==> src/rtl/ttm_pkg.sv <==
package ttm_pkg;
    localparam int ID_W = 4;
    localparam logic [ID_W-1:0] SRC_RESULT = 4'd8;
    localparam logic [ID_W-1:0] SRC_LIT    = 4'd9;
    localparam logic [ID_W-1:0] DST_OPND   = 4'd8;
    localparam logic [ID_W-1:0] DST_ADDT   = 4'd9;
    localparam logic [ID_W-1:0] DST_SUBT   = 4'd10;
endpackage

==> src/rtl/ttm_move_source.sv <==
module ttm_move_source
    import ttm_pkg::*;
#(
    parameter int DATA_W   = 16,
    parameter int NUM_REGS = 8,
    localparam int SLOT_W  = 1 + 2*ID_W + DATA_W,
    localparam int NPORT   = NUM_REGS + 2
) (
    input  logic [SLOT_W-1:0]          slot_i,
    input  logic [NUM_REGS*DATA_W-1:0] regs_i,
    input  logic [DATA_W-1:0]          result_i,
    output logic [DATA_W-1:0]          val_o,
    output logic [NPORT-1:0]           hit_o,
    output logic                       sub_o
);
    logic              vld;
    logic [ID_W-1:0]   src;
    logic [ID_W-1:0]   dst;
    logic [DATA_W-1:0] lit;

    assign {vld, src, dst, lit} = slot_i;

    always_comb begin
        val_o = '0;
        for (int r = 0; r < NUM_REGS; r++) begin
            if (src == ID_W'(r)) val_o = regs_i[r*DATA_W +: DATA_W];
        end
        if (src == SRC_RESULT) val_o = result_i;
        if (src == SRC_LIT)    val_o = lit;
    end

    always_comb begin
        hit_o = '0;
        if (vld) begin
            for (int r = 0; r < NUM_REGS; r++) begin
                if (dst == ID_W'(r)) hit_o[r] = 1'b1;
            end
            if (dst == DST_OPND) hit_o[NUM_REGS] = 1'b1;
            if (dst == DST_ADDT || dst == DST_SUBT) hit_o[NUM_REGS+1] = 1'b1;
        end
        sub_o = (dst == DST_SUBT);
    end

    always_comb begin
        assert_single_target_R2: assert ($onehot0(hit_o));
    end
endmodule

==> src/rtl/ttm_move_arbiter.sv <==
module ttm_move_arbiter #(
    parameter int NUM_SLOTS = 2,
    parameter int NPORT     = 10,
    parameter int DATA_W    = 16
) (
    input  logic                          accept_i,
    input  logic [NUM_SLOTS*NPORT-1:0]    hit_i,
    input  logic [NUM_SLOTS*DATA_W-1:0]   val_i,
    input  logic [NUM_SLOTS-1:0]          sub_i,
    output logic [NPORT-1:0]              we_o,
    output logic [NPORT*DATA_W-1:0]       wdata_o,
    output logic                          trig_sub_o,
    output logic                          clash_o
);
    localparam logic [NUM_SLOTS-1:0] ONE = NUM_SLOTS'(1);

    logic [NPORT*NUM_SLOTS-1:0] gnt_all;
    logic [NPORT-1:0]           multi;

    for (genvar p = 0; p < NPORT; p++) begin : g_port
        logic [NUM_SLOTS-1:0] req;
        logic [NUM_SLOTS-1:0] gnt;
        logic [DATA_W-1:0]    data;

        for (genvar s = 0; s < NUM_SLOTS; s++) begin : g_req
            assign req[s] = accept_i & hit_i[s*NPORT + p];
        end

        // lowest-numbered requesting slot takes the port
        assign gnt = req & (~req + ONE);

        always_comb begin
            data = '0;
            for (int s = 0; s < NUM_SLOTS; s++) begin
                if (gnt[s]) data = val_i[s*DATA_W +: DATA_W];
            end
        end

        assign we_o[p]                     = |req;
        assign multi[p]                    = (req != gnt);
        assign wdata_o[p*DATA_W +: DATA_W] = data;
        assign gnt_all[p*NUM_SLOTS +: NUM_SLOTS] = gnt;

        always_comb begin
            assert_one_winner_R10: assert ($onehot0(gnt) && ((gnt != '0) == (req != '0)));
        end
    end

    always_comb begin
        trig_sub_o = 1'b0;
        for (int s = 0; s < NUM_SLOTS; s++) begin
            if (gnt_all[(NPORT-1)*NUM_SLOTS + s]) trig_sub_o = sub_i[s];
        end
    end

    assign clash_o = |multi;
endmodule

==> src/rtl/ttm_add_unit.sv <==
module ttm_add_unit #(
    parameter int DATA_W = 16
) (
    input  logic              clk,
    input  logic              rst_n,
    input  logic              opnd_we,
    input  logic [DATA_W-1:0] opnd_wdata,
    input  logic              trig_we,
    input  logic [DATA_W-1:0] trig_wdata,
    input  logic              trig_sub,
    output logic [DATA_W-1:0] result_o
);
    typedef struct packed {
        logic [DATA_W-1:0] opnd;
        logic [DATA_W-1:0] res;
    } au_state_t;

    au_state_t st_d, st_q;

    always_comb begin
        st_d = st_q;
        if (opnd_we) st_d.opnd = opnd_wdata;
        if (trig_we) st_d.res = trig_sub ? (st_d.opnd - trig_wdata)
                                         : (st_d.opnd + trig_wdata);
    end

    always_ff @(posedge clk or negedge rst_n) begin
        if (!rst_n) st_q <= '0;
        else        st_q <= st_d;
    end

    assign result_o = st_q.res;

    assert_result_holds_R4: assert property (@(posedge clk) disable iff (!rst_n)
        !trig_we |=> $stable(result_o));

    assert_operand_kept_R5: assert property (@(posedge clk) disable iff (!rst_n)
        !opnd_we |=> $stable(st_q.opnd));

    assert_add_value_R3: assert property (@(posedge clk) disable iff (!rst_n)
        (trig_we && !trig_sub) |=>
        result_o == $past((opnd_we ? opnd_wdata : st_q.opnd) + trig_wdata));

    assert_sub_value_R3: assert property (@(posedge clk) disable iff (!rst_n)
        (trig_we && trig_sub) |=>
        result_o == $past((opnd_we ? opnd_wdata : st_q.opnd) - trig_wdata));
endmodule

==> src/rtl/ttm_datapath.sv <==
module ttm_datapath
    import ttm_pkg::*;
#(
    parameter int NUM_SLOTS = 2,
    parameter int NUM_REGS  = 8,
    parameter int DATA_W    = 16,
    localparam int SLOT_W   = 1 + 2*ID_W + DATA_W,
    localparam int NPORT    = NUM_REGS + 2,
    localparam int P_OPND   = NUM_REGS,
    localparam int P_TRIG   = NUM_REGS + 1
) (
    input  logic                        clk,
    input  logic                        rst_n,
    input  logic                        in_valid,
    output logic                        in_ready,
    input  logic [NUM_SLOTS*SLOT_W-1:0] in_instr,
    output logic [DATA_W-1:0]           res_out,
    output logic                        conflict
);
    typedef struct packed {
        logic [NUM_REGS-1:0][DATA_W-1:0] regs;
        logic                            clash;
        logic                            rdy;
    } dp_state_t;

    dp_state_t st_d, st_q;

    logic                        accept;
    logic [DATA_W-1:0]           result;
    logic [NUM_SLOTS*DATA_W-1:0] slot_val;
    logic [NUM_SLOTS*NPORT-1:0]  slot_hit;
    logic [NUM_SLOTS-1:0]        slot_sub;
    logic [NPORT-1:0]            we;
    logic [NPORT*DATA_W-1:0]     wdata;
    logic                        trig_sub;
    logic                        clash;

    assign accept = in_valid & st_q.rdy;

    for (genvar s = 0; s < NUM_SLOTS; s++) begin : g_slot
        ttm_move_source #(.DATA_W(DATA_W), .NUM_REGS(NUM_REGS)) u_src (
            .slot_i   (in_instr[s*SLOT_W +: SLOT_W]),
            .regs_i   (st_q.regs),
            .result_i (result),
            .val_o    (slot_val[s*DATA_W +: DATA_W]),
            .hit_o    (slot_hit[s*NPORT +: NPORT]),
            .sub_o    (slot_sub[s])
        );
    end

    ttm_move_arbiter #(.NUM_SLOTS(NUM_SLOTS), .NPORT(NPORT), .DATA_W(DATA_W)) u_arb (
        .accept_i   (accept),
        .hit_i      (slot_hit),
        .val_i      (slot_val),
        .sub_i      (slot_sub),
        .we_o       (we),
        .wdata_o    (wdata),
        .trig_sub_o (trig_sub),
        .clash_o    (clash)
    );

    ttm_add_unit #(.DATA_W(DATA_W)) u_add (
        .clk        (clk),
        .rst_n      (rst_n),
        .opnd_we    (we[P_OPND]),
        .opnd_wdata (wdata[P_OPND*DATA_W +: DATA_W]),
        .trig_we    (we[P_TRIG]),
        .trig_wdata (wdata[P_TRIG*DATA_W +: DATA_W]),
        .trig_sub   (trig_sub),
        .result_o   (result)
    );

    always_comb begin
        st_d     = st_q;
        st_d.rdy = 1'b1;
        for (int r = 0; r < NUM_REGS; r++) begin
            if (we[r]) st_d.regs[r] = wdata[r*DATA_W +: DATA_W];
        end
        if (clash) st_d.clash = 1'b1;
    end

    always_ff @(posedge clk or negedge rst_n) begin
        if (!rst_n) st_q <= '0;
        else        st_q <= st_d;
    end

    assign in_ready = st_q.rdy;
    assign res_out  = result;
    assign conflict = st_q.clash;

    assert_clash_sticky_R10: assert property (@(posedge clk) disable iff (!rst_n)
        conflict |=> conflict);

    assert_idle_regs_R11: assert property (@(posedge clk) disable iff (!rst_n)
        !accept |=> $stable(st_q.regs));

    assert_idle_result_R11: assert property (@(posedge clk) disable iff (!rst_n)
        !accept |=> $stable(res_out));

    assert_ready_after_reset_R1: assert property (@(posedge clk) disable iff (!rst_n)
        1'b1 |=> in_ready);
endmodule

==> config.mk <==
export PLATFORM = sky130hd
export DESIGN_NAME = ttm_datapath
export DESIGN_NICKNAME = d
export VERILOG_FILES = /design/src/rtl/ttm_pkg.sv /design/src/rtl/ttm_move_source.sv /design/src/rtl/ttm_move_arbiter.sv /design/src/rtl/ttm_add_unit.sv /design/src/rtl/ttm_datapath.sv
export SDC_FILE = /design/constraint.sdc
export NUM_CORES = 1
export LEC_CHECK = 0
export BUFFER_PORTS_ARGS = -buffer_cell sky130_fd_sc_hd__clkbuf_2
export CORE_MARGIN = 10
export CORE_UTILIZATION = 26
export CTS_CLUSTER_SIZE = 24
export DETAILED_ROUTE_END_ITERATION = 7
export SETUP_SLACK_MARGIN = 0.2
export SLEW_MARGIN = 20
export SYNTH_ARGS = -nofsm -noshare
export SYNTH_HDL_FRONTEND = slang
export SYNTH_SLANG_ARGS = --single-unit
==> constraint.sdc <==
create_clock -name clk -period 9.7 [get_ports clk]
set_input_delay 0.97 -clock clk [delete_from_list [all_inputs] [get_ports clk]]
set_output_delay 0.97 -clock clk [all_outputs]
set_load 0.01 [all_outputs]
[Word level (Yosys, flattened, before mapping)]
Index checks and enable logic that the tools add are counted.
Storage, ports and cells
  bits in registers: 162
  input port bits: 53
  output and inout bits: 18
  logic and storage cells: 196
Cells by class
  add/subtract/negate cells: 12
  equality and inequality tests: 48
  mux-type cells: 66
  bitwise logic cells: 41
  reduce and logical (&&, ||, !) cells: 17
Operators with widths (count)
  $mux 16: 42
  $eq 4x3->1 const B: 16
  $eq 4x4->1 const B: 10
  $eq 4x2->1 const B: 8
  $mux 1: 22
  $and 1x1->1: 21
  $add 2x1->2 const B: 10
  $and 2x2->2: 10
  $mux 10: 2
  $ne 2x2->1: 10
  $not 2->2: 10
  $reduce_or 2->1: 10
  $add 16x16->16: 1
  $eq 4x1->1 const B: 4
  $logic_not 4->1: 4
  $sub 16x16->16: 1
  $reduce_or 10->1: 1
  $logic_or 1x1->1: 2

[Depth between registers and ports, before layout]
Gate-level depths: netlist of the first run.
  word-level depth: 16
  gate-level depth with buffers: 25
  gate-level depth less buffers: 20

[Hierarchy]
Synthesis of the first run repeated with hierarchy kept, for this count alone.
Second synthesis, totals
  cell total of the unflattened synthesis: 1262
  area, all modules: 13249.0 um^2
By module, submodules not included
  ttm_datapath: instances 1, cells an instance 277, area an instance 5261.3 um^2, sequential area each 3253.1 um^2
  ttm_move_source: instances 2, cells an instance 239, area an instance 1731.7 um^2, sequential area each 0.0 um^2
  ttm_add_unit: instances 1, cells an instance 233, area an instance 2353.5 um^2, sequential area each 800.8 um^2
  ttm_move_arbiter: instances 1, cells an instance 274, area an instance 2170.8 um^2, sequential area each 0.0 um^2

[Worst setup path after synthesis of the first run]
OpenSTA, ideal clock, no wires.
  kind: input -> register
  start point: input in_instr[20]
  end point: register u_add.st_q (netlist bit u_add.result_o[15])
  setup time: 77 ps
  arrival: 5193 ps
  data required time: 9623 ps
  setup slack: 4430 ps
  stages: 23
  buffers on the path: 4
  cell sequence: buf_4 > buf_6 > buf_6 > buf_6 > mux2i_1 > o2bb2ai_1 > a2bb2oi_1 > o211ai_1 > o31ai_1 > o211ai_1 > or3_1 > nor2_1 > a21oi_1 > xnor2_1 > ha_1 > or2_2 > a21oi_1 > a31oi_1 > a21o_1 > a21oi_1 > o21ai_0 > xnor3_1 > a21oi_1
Between the ends
  cells in the longest elaborated chain, start to end: 16
  elaborated cells on any way between the ends: 28
  classes of those cells: add/sub (2); eq/ne (9); mux (16); reduce/logical (1)
Ends and longest elaborated chain
  start, declared: line ttm_datapath.sv:16  | input logic [NUM_SLOTS*SLOT_W-1:0] in_instr,
  $logic_not 4->1: line ttm_move_source.sv:26  | if (src == ID_W'(r)) val_o = regs_i[r*DATA_W +: DATA_W];
  $mux 16 (8 in series): line ttm_move_source.sv:26
  $mux 16: line ttm_move_source.sv:28  | if (src == SRC_RESULT) val_o = result_i;
  $mux 16 *: line ttm_move_source.sv:29  | if (src == SRC_LIT) val_o = lit;
  $mux 16 (2 in series): line ttm_move_arbiter.sv:35  | if (gnt[s]) data = val_i[s*DATA_W +: DATA_W];
  $mux 16: line ttm_add_unit.sv:22  | if (opnd_we) st_d.opnd = opnd_wdata;
  $add 16x16->16 or $sub 16x16->16 (tied branches): line ttm_add_unit.sv:24, ttm_add_unit.sv:23
  $mux 16 *: line ttm_add_unit.sv:23  | if (trig_we) st_d.res = trig_sub ? (st_d.opnd - trig_wdata)
  end signal, assigned: line ttm_add_unit.sv:29  | else st_q <= st_d;
  end, declared: line ttm_add_unit.sv:18  | au_state_t st_d, st_q;
Every way passes the cells marked *; elsewhere a longest branch is shown, timed or not.
A chain may end at the register's enable or synchronous reset.

[Worst setup path after layout of the first run]
  start point: input in_instr[45]
  end point: register u_add.st_q (netlist bit u_add.result_o[15])
Between the ends
  cells in the longest elaborated chain, start to end: 15
  elaborated cells on any way between the ends: 26
  classes of those cells: add/sub (2); eq/ne (9); mux (14); reduce/logical (1)
Ends and longest elaborated chain (line)
  $logic_not 4->1: ttm_move_source.sv:26
  $mux 16 (8 in series): ttm_move_source.sv:26
  $mux 16: ttm_move_source.sv:28
  $mux 16 *: ttm_move_source.sv:29
  $mux 16: ttm_move_arbiter.sv:35
  $mux 16: ttm_add_unit.sv:22
  $add 16x16->16 or $sub 16x16->16 (tied branches): ttm_add_unit.sv:24, ttm_add_unit.sv:23
  $mux 16 *: ttm_add_unit.sv:23
Marks and branches as above.

==> summary.txt, run 1 <==
Global route
  • Grt peak-use layer: met2
  • Routing usage on met3: 4.49%
  • Number of global-route vias before repair: 11500
  • Met2 global-route usage: 28.0%
  • M1 GR Usage: 26.1%
  • Largest net degree at the start of global routing: 106
  • GRT Resource Usage Total: 18.8%
  • Initial antenna violation count: 2
  • First-pass GRT wire length: 79300 µm
  • Total gr overflow: 0

Clock network
  • Clock tree buffer depth: 2
  • Clock root cell: clkbuf_16
  • Post-CTS setup buffers: 0
  • Reg clk slew, reported paths: 0.07 ns
  • H-tree levels: 4
  • CTS tree: built
  • Inserted Clock Buffers: 17
  • Clock sinks: 162
  • Skew-Pair Late Insertion Delay: 0.45 ns
  • Post_cts resized: 0
  • # hold bufs at CTS: 0

Worst setup path
  • Critical path, cell by cell: buf_4 > buf_4 > nor2b_1 > a221oi_1 > a21oi_1 > a211oi_1 > buf_4 > o211ai_1 > or3_1 > nor2_1 > a21oi_1 > xnor2_1 > ha_1 > or2_2 > a21oi_1 > a31oi_1 > a21o_1 > a21oi_1 > o21ai_0 > xnor3_1 > a21oi_1
  • Family with the most delay on the worst path: compound AO/OA/AOI/OAI gates
  • Most frequent CP cell: a21oi_1
  • WP data required: 10.08 ns
  • Critical path class: input pin to register
  • CP max FO: 48
  • R2R depth: 19
  • CP Capture Type: register
  • Slowest cell on the critical path: a211oi_1
  • R2R Path Start: in_ready
  • R2r setup slk: 4.18 ns
  • Crit path buffers/inverters: 3
  • Worst Path Arrival: 6.84 ns
  • Critical path's largest stage delay: 0.91 ns
  • Crit path launch type: input pin
  • Worst reg2reg endpoint: u_add.result_o[14]

Route
  • Router iterations before antenna repair: 6
  • Wirelength per Cell: 25.6 µm
  • Routed vias/inst: 5.78
  • DRT iter0 DRCs: 1769
  • Post-route ant nets: 0
  • Drt total wl: 53700 µm
  • DRC viols: 0
  • Vias: 12100

Synth
  • Primary FF master, synth: dfrtp_1
  • Yosys cell types: 78
  • Post-Synthesis Cell Area: 0.0120 mm²
  • Mean Syn Cell Area: 8.03 µm²
  • Yosys warnings: 0
  • Cells after synthesis: 1493
  • Seq/Total Area, Yosys: 33.8%
  • Number of enable flip-flop cells after synthesis: 0
  • Fraction of registers with async set/reset: 100%
  • Flops & latches, synth: 162
  • Synthesized Nets: 1562

Placed design
  • Placed inst area: 0.0127 mm²
  • GPL Wtd Cong: 1.00
  • DP HPWL: 38500 µm
  • Number of port buffers: 70

Worst hold path
  • Hold path endpoint: conflict
  • Worst hold path class: register to register
  • HP Start: conflict
  • Hold-critical path depth: 2

Final layout
  • Filler cell count: 4915
  • Final Core Density: 29.4%
  • Share of cells above drive strength 1: 12.8%
  • Area growth, synth to finish: 11.4%
  • Design area: 0.0134 mm²
  • NumNets Final: 1554
  • Antenna fix cells: 0

Power and ir drop
  • Power share of the clock group: 29.3%
  • Sw Pwr: 0.960 mW
  • Pint: 1.50 mW
  • Leak: 5.18 nW
  • PD cells: 185 mW/mm²
  • VDD IR max: 0.000127 V
  • Switching Fraction: 39.0%
  • Register share of total power: 41.8%
  • Gate power share: 28.9%

Timing
  • RSZ-0062 raised after global routing: no
  • Worst hold slack: 0.496 ns
  • Slew headroom: 23.2%
  • Min Tclk post-route: 6.47 ns
  • Final setup fails: 0
  • Clk_skew: 0.0117 ns
  • Final period util: 66.7%
  • Total negative setup slack: 0 ns
  • Fmax: 0.155 GHz
  • Max-slew violations: 0
  • Slew @ Worst Pin: 1.15 ns
  • Hold violation total from the final report: 0

Floorplan
  • Die Area: 0.0551 mm²
  • Die Span X: 235 µm
  • Rows: 78
  • IO Pins: 71
  • Die Span Y: 235 µm
  • Core area: 0.0455 mm²
  • Initial Util: 26.4%

Job
  • Max Cap Violations: 0

Outcome
  • Status: finished, final reports clean
flip-flops by register name, indices dropped and copies added, names as in the netlist:
signal / count
conflict: 1
in_ready: 1
st_q: 128
u_add.result_o: 16
u_add.st_q: 16
per-stage QoR:
stage / setup slack, ns / std cells / power, mW
floorplan: 4.43 / 1493 / 1.45
global placement: 3.11 / 2066 / 1.72
detailed placement: 2.94 / 2066 / 1.73
CTS: 3.36 / 2098 / 2.45
global route: 2.83 / 2098 / 2.58
finish: 3.23 / 2098 / 2.46
per-layer routing:
layer  vias up  part of all wire [%]
li1       5380                     -
met1      5923                    43
met2       729                    43
met3        96                    11
met4         4                   2.8
met5         -                  0.28
worst max path at each step:
| stage | from | to | slack (ns) | cells past startpoint |
|---|---|---|---|---|
| floorplan | in_instr[20] | u_add.result_o[15] | 4.43 | 23 |
| global placement | in_instr[45] | u_add.result_o[15] | 3.11 | 21 |
| detailed placement | in_instr[45] | u_add.result_o[15] | 2.94 | 21 |
| CTS | in_instr[45] | u_add.result_o[15] | 3.36 | 21 |
| global route | in_instr[45] | u_add.result_o[15] | 2.83 | 21 |
| finish | in_instr[45] | u_add.result_o[15] | 3.23 | 21 |
synthesized netlist by cell type, types with 20 or more instances:
library cell,n,area [µm²]
a21oi_1,150,751
and3_1,27,169
buf_2,25,125
buf_4,24,180
clkbuf_1,67,251
dfrtp_1,162,4050
mux2i_1,92,921
nand2_1,217,815
nand2b_1,25,156
nor2_1,111,417
nor2b_1,20,125
nor3_1,33,165
o211ai_1,59,443
o21ai_0,171,856
o22ai_1,20,125
worst reg2reg max path, cell delays in order (launching register included):
cell      delay, ns
dfrtp_1        0.38
nand3_1        0.25
a211oi_1       0.58
nand2_1        0.44
o32ai_2        0.96
a21oi_1        0.21
xnor2_1        0.22
nand2_1        0.07
a21oi_1        0.15
ha_1           0.29
a21o_1         0.17
a21oi_1        0.23
o21bai_1       0.09
a21oi_1        0.21
o21ai_0        0.20
a211oi_1       0.35
o21ai_0        0.14
a31oi_1        0.21
xor2_1         0.15
o21ai_0        0.08
power by group through the flow:
stage          Clock, mW  Combinational, mW  Sequential [mW]
3_5_place_dp           0              0.702             1.03
2_1_floorplan          0              0.532            0.914
3_3_place_gp           0              0.694             1.03
5_1_grt            0.754              0.784             1.04
4_1_cts            0.729              0.705             1.02
6_report           0.722              0.713             1.03
cell type report:
class / instances / area (µm²) / share of cell area [%]
Multi-Input combinational cell: 1178 / 7230 / 54.1
Sequential cell: 162 / 4050 / 30.4
Tap cell: 600 / 751 / 5.62
Timing Repair Buffer: 109 / 657 / 4.92
Clock buffer: 18 / 429 / 3.21
Clock inverter: 14 / 170 / 1.27
Inverter: 17 / 63.8 / 0.478
logic make-up (layout without fill, tap and decap cells):
| group | count (synthesis) | in the layout | share of synthesized area, % |
|---|---|---|---|
| adder cells (fa/ha/maj) | 16 | 16 | 1.73 |
| AND/OR/NAND/NOR | 504 | 504 | 19.7 |
| flip-flops | 162 | 162 | 33.8 |
| XOR/XNOR | 27 | 27 | 2.09 |
| buffers and inverters | 153 | 158 | 6.49 |
| multiplexers | 107 | 107 | 9.66 |
| other | 1 | 1 | 0.0313 |
| AO/OA/AOI/OAI | 523 | 523 | 26.4 |
placed cells by master, fill, tap and decap left out, types with 26 or more instances in the layout:
cell type | synthesis | routed
nand2_1 | 217 | 217
o21ai_0 | 171 | 171
dfrtp_1 | 162 | 162
a21oi_1 | 150 | 150
nor2_1 | 111 | 106
mux2i_1 | 92 | 92
clkbuf_2 | 0 | 67
o211ai_1 | 59 | 59
buf_4 | 24 | 41
nor3_1 | 33 | 29
and3_1 | 27 | 26
No activity file was read; power rests on OpenSTA's default activity.
==> run 2: changes to the inputs <==
- clock period: 9.7 -> 6.4 ns (I/O delays scaled with it)
==> run 2 against run 1 <==
Effect of this change:
- global-route usage rose by 1.5 points
- routed wire length rose by 8.1%
- die area did not move
- flip-flop and latch count did not move
- critical path depth did not move
- final cell count rose by 1.6%
- combinational power rose by 57%
- sequential power rose by 51%
- cell area rose by 1.4%
- first-iteration DRC count rose by 3.7%
- sequential share of layout area fell by 0.41 points
- critical path type unchanged
- critical endpoint unchanged
==> summary.txt, run 2 (synthesis gave the netlist of run 1 again) <==
Clock network
  • # hold bufs at CTS: 0 (unchanged)
  • Clock sinks: 162 (unchanged)
  • Clock root cell: clkbuf_16
  • Post_cts resized: 0 (unchanged)
  • CTS tree: built
  • Inserted Clock Buffers: 17 (unchanged)
  • H-tree levels: 4 (unchanged)
  • Skew-Pair Late Insertion Delay: 0.47 ns (+0.02 ns)
  • Reg clk slew, reported paths: 0.07 ns (about the same)
  • Clock tree buffer depth: 2 (unchanged)
  • Post-CTS setup buffers: 0 (unchanged)

Power and ir drop
  • Leak: 5.30 nW (+2.3%)
  • PD cells: 272 mW/mm² (+47%)
  • Total power: 3.68 mW (+49%)
  • VDD IR max: 0.000158 V (+24%)

Final layout
  • Most frequent cells in the layout: nand2_1, o21ai_0, dfrtp_1, a21oi_1, nor2_1
  • Commonest non-fill, non-tap cell in the layout: nand2_1
  • Area growth, synth to finish: 12.9%
  • Max FFs per register: 128 (unchanged)
  • Most flops, register: st_q
  • NumNets Final: 1587 (+2.1%)
  • Share of cells above drive strength 1: 14.5% (+1.7 points)

Timing
  • Clk_skew: 0.0167 ns (+0.00497 ns)
  • Hold violation total from the final report: 0 (unchanged)
  • RSZ-0062 raised after global routing: no
  • Fmax: 0.186 GHz
  • Final period util: 83.9%
  • Slew @ Worst Pin: 1.17 ns (+0.0155 ns)
  • Final setup fails: 0 (unchanged)
  • Max-slew violations: 0 (unchanged)
  • Min Tclk post-route: 5.37 ns
  • Total negative setup slack: 0 ns (unchanged)
  • Slew headroom: 22.2% (-1.0 points)

Route
  • Routed vias/inst: 5.74 (-0.76%)
  • Router iterations before antenna repair: 7 (+1)
  • DRT iter0 DRCs: 1834 (+3.7%)
  • Vias: 12200 (+0.80%)
  • DRC viols: 0 (unchanged)
  • Post-route ant nets: 0 (unchanged)
  • Drt total wl: 58000 µm (+8.1%)
  • Wirelength per Cell: 27.2 µm (+6.4%)

Worst setup path
  • CP Capture Type: register
  • Crit path buffers/inverters: 2 (-1)
  • CP max FO: 19 (-60%)
  • Family with the most delay on the worst path: compound AO/OA/AOI/OAI gates
  • Critical path, cell by cell: clkbuf_2 > buf_4 > nand2b_1 > nor2_1 > a22oi_1 > o211ai_1 > o31ai_1 > o211ai_1 > or3_1 > nor2_1 > a21oi_1 > xnor2_1 > ha_1 > and3_1 > a21oi_1 > a31oi_1 > a21o_1 > a21oi_1 > o21ai_0 > xnor3_1 > a21oi_1
  • WP data required: 6.79 ns (-3.29 ns)
  • Worst Path Arrival: 5.76 ns (-1.08 ns)
  • R2r setup slk: 1.34 ns (-2.84 ns)
  • Slowest cell on the critical path: o31ai_1
  • Critical path class: input pin to register
  • Crit path launch type: input pin
  • Most frequent CP cell: a21oi_1
  • Critical path's largest stage delay: 0.42 ns (-0.49 ns)

Global route
  • First-pass GRT wire length: 84000 µm (+5.9%)
  • Largest net degree at the start of global routing: 60 (-43%)
  • Number of global-route vias before repair: 11600 (+0.65%)
  • Initial antenna violation count: 1 (-1)
  • Total gr overflow: 0 (unchanged)
  • GRT Resource Usage Total: 20.3% (+1.5 points)

Job
  • Max Cap Violations: 0 (unchanged)

Floorplan
  • IO Pins: 71 (unchanged)
  • Die Area: 0.0551 mm² (unchanged)
  • Initial Util: 26.4% (unchanged)
  • Core area: 0.0455 mm² (unchanged)
  • Die Span Y: 235 µm (unchanged)
  • Rows: 78 (unchanged)
  • Die Span X: 235 µm (unchanged)

Worst hold path
  • Worst hold path class: input pin to asynchronous set/reset pin

Placed design
  • GPL Wtd Cong: 0.969 (-3.2%)
  • DP HPWL: 42200 µm (+9.6%)
  • Number of port buffers: 70 (unchanged)

Outcome
  • Status: finished, final reports clean
## run 2: final timing paths
path	endpoint	cells past startpoint	from
min in group clk	conflict	2	conflict
setup reg to reg	u_add.result_o[14]	19	in_ready
hold reg to reg	conflict	2	conflict
hold / removal	in_ready	1	rst_n
setup / recovery	u_add.result_o[15]	21	in_instr[22]
max in group asynchronous	st_q[79]	2	rst_n
## run 2: stage by stage
step           util (%)  cells  setup slack [ns]  hold slack, ns  cell area [µm²]
2_1_floorplan         -   1493              1.46           0.344            12000
3_3_place_gp       28.5   2099             0.613           0.546            13000
3_5_place_dp       28.5   2099             0.642           0.538            13000
4_1_cts            29.8   2130              1.13           0.156            13500
5_1_grt            29.8   2130             0.710           0.175            13500
6_report           29.8   2131              1.03           0.145            13500
## run 2: worst register-to-register path: stages, from the launching register on
cell	delay, ns
dfrtp_1	0.37
nand3_1	0.23
a211oi_1	0.59
nand2_1	0.40
o32ai_2	0.54
a21oi_1	0.16
xnor2_1	0.17
nand2_1	0.07
a21oi_1	0.18
ha_1	0.30
a21o_1	0.18
a21oi_1	0.24
o21bai_1	0.09
a21oi_1	0.21
o21ai_0	0.21
a211oi_1	0.38
o21ai_0	0.15
a31oi_1	0.21
xor2_1	0.15
o21ai_0	0.08
## run 2: layout make-up
type                       instances  area [µm²]
sequential                       162        4050
timing repair buffer             142         902
tap                              600         751
antenna                            1        2.50
inverter                          17        63.8
clock buffer                      20         467
clock inverter                    11        82.6
fill                            4909       31900
multi-input combinational       1178        7210
## run 2: per-layer routing
metal	track usage (%)	vias to the layer above	part of all wire, %
met5	0	-	0.017
met4	7.50	2	3.3
met3	5.04	105	9.6
met2	30.1	724	43
met1	27.7	5968	44
li1	-	5430	-
## run 2: power by group
part | switching (mW) | leakage (nW) | internal, mW
Combinational | 0.654 | 2.94 | 0.466
Sequential | 0.320 | 2.10 | 1.24
Clock | 0.478 | 0.257 | 0.526
Total | 1.45 | 5.30 | 2.23
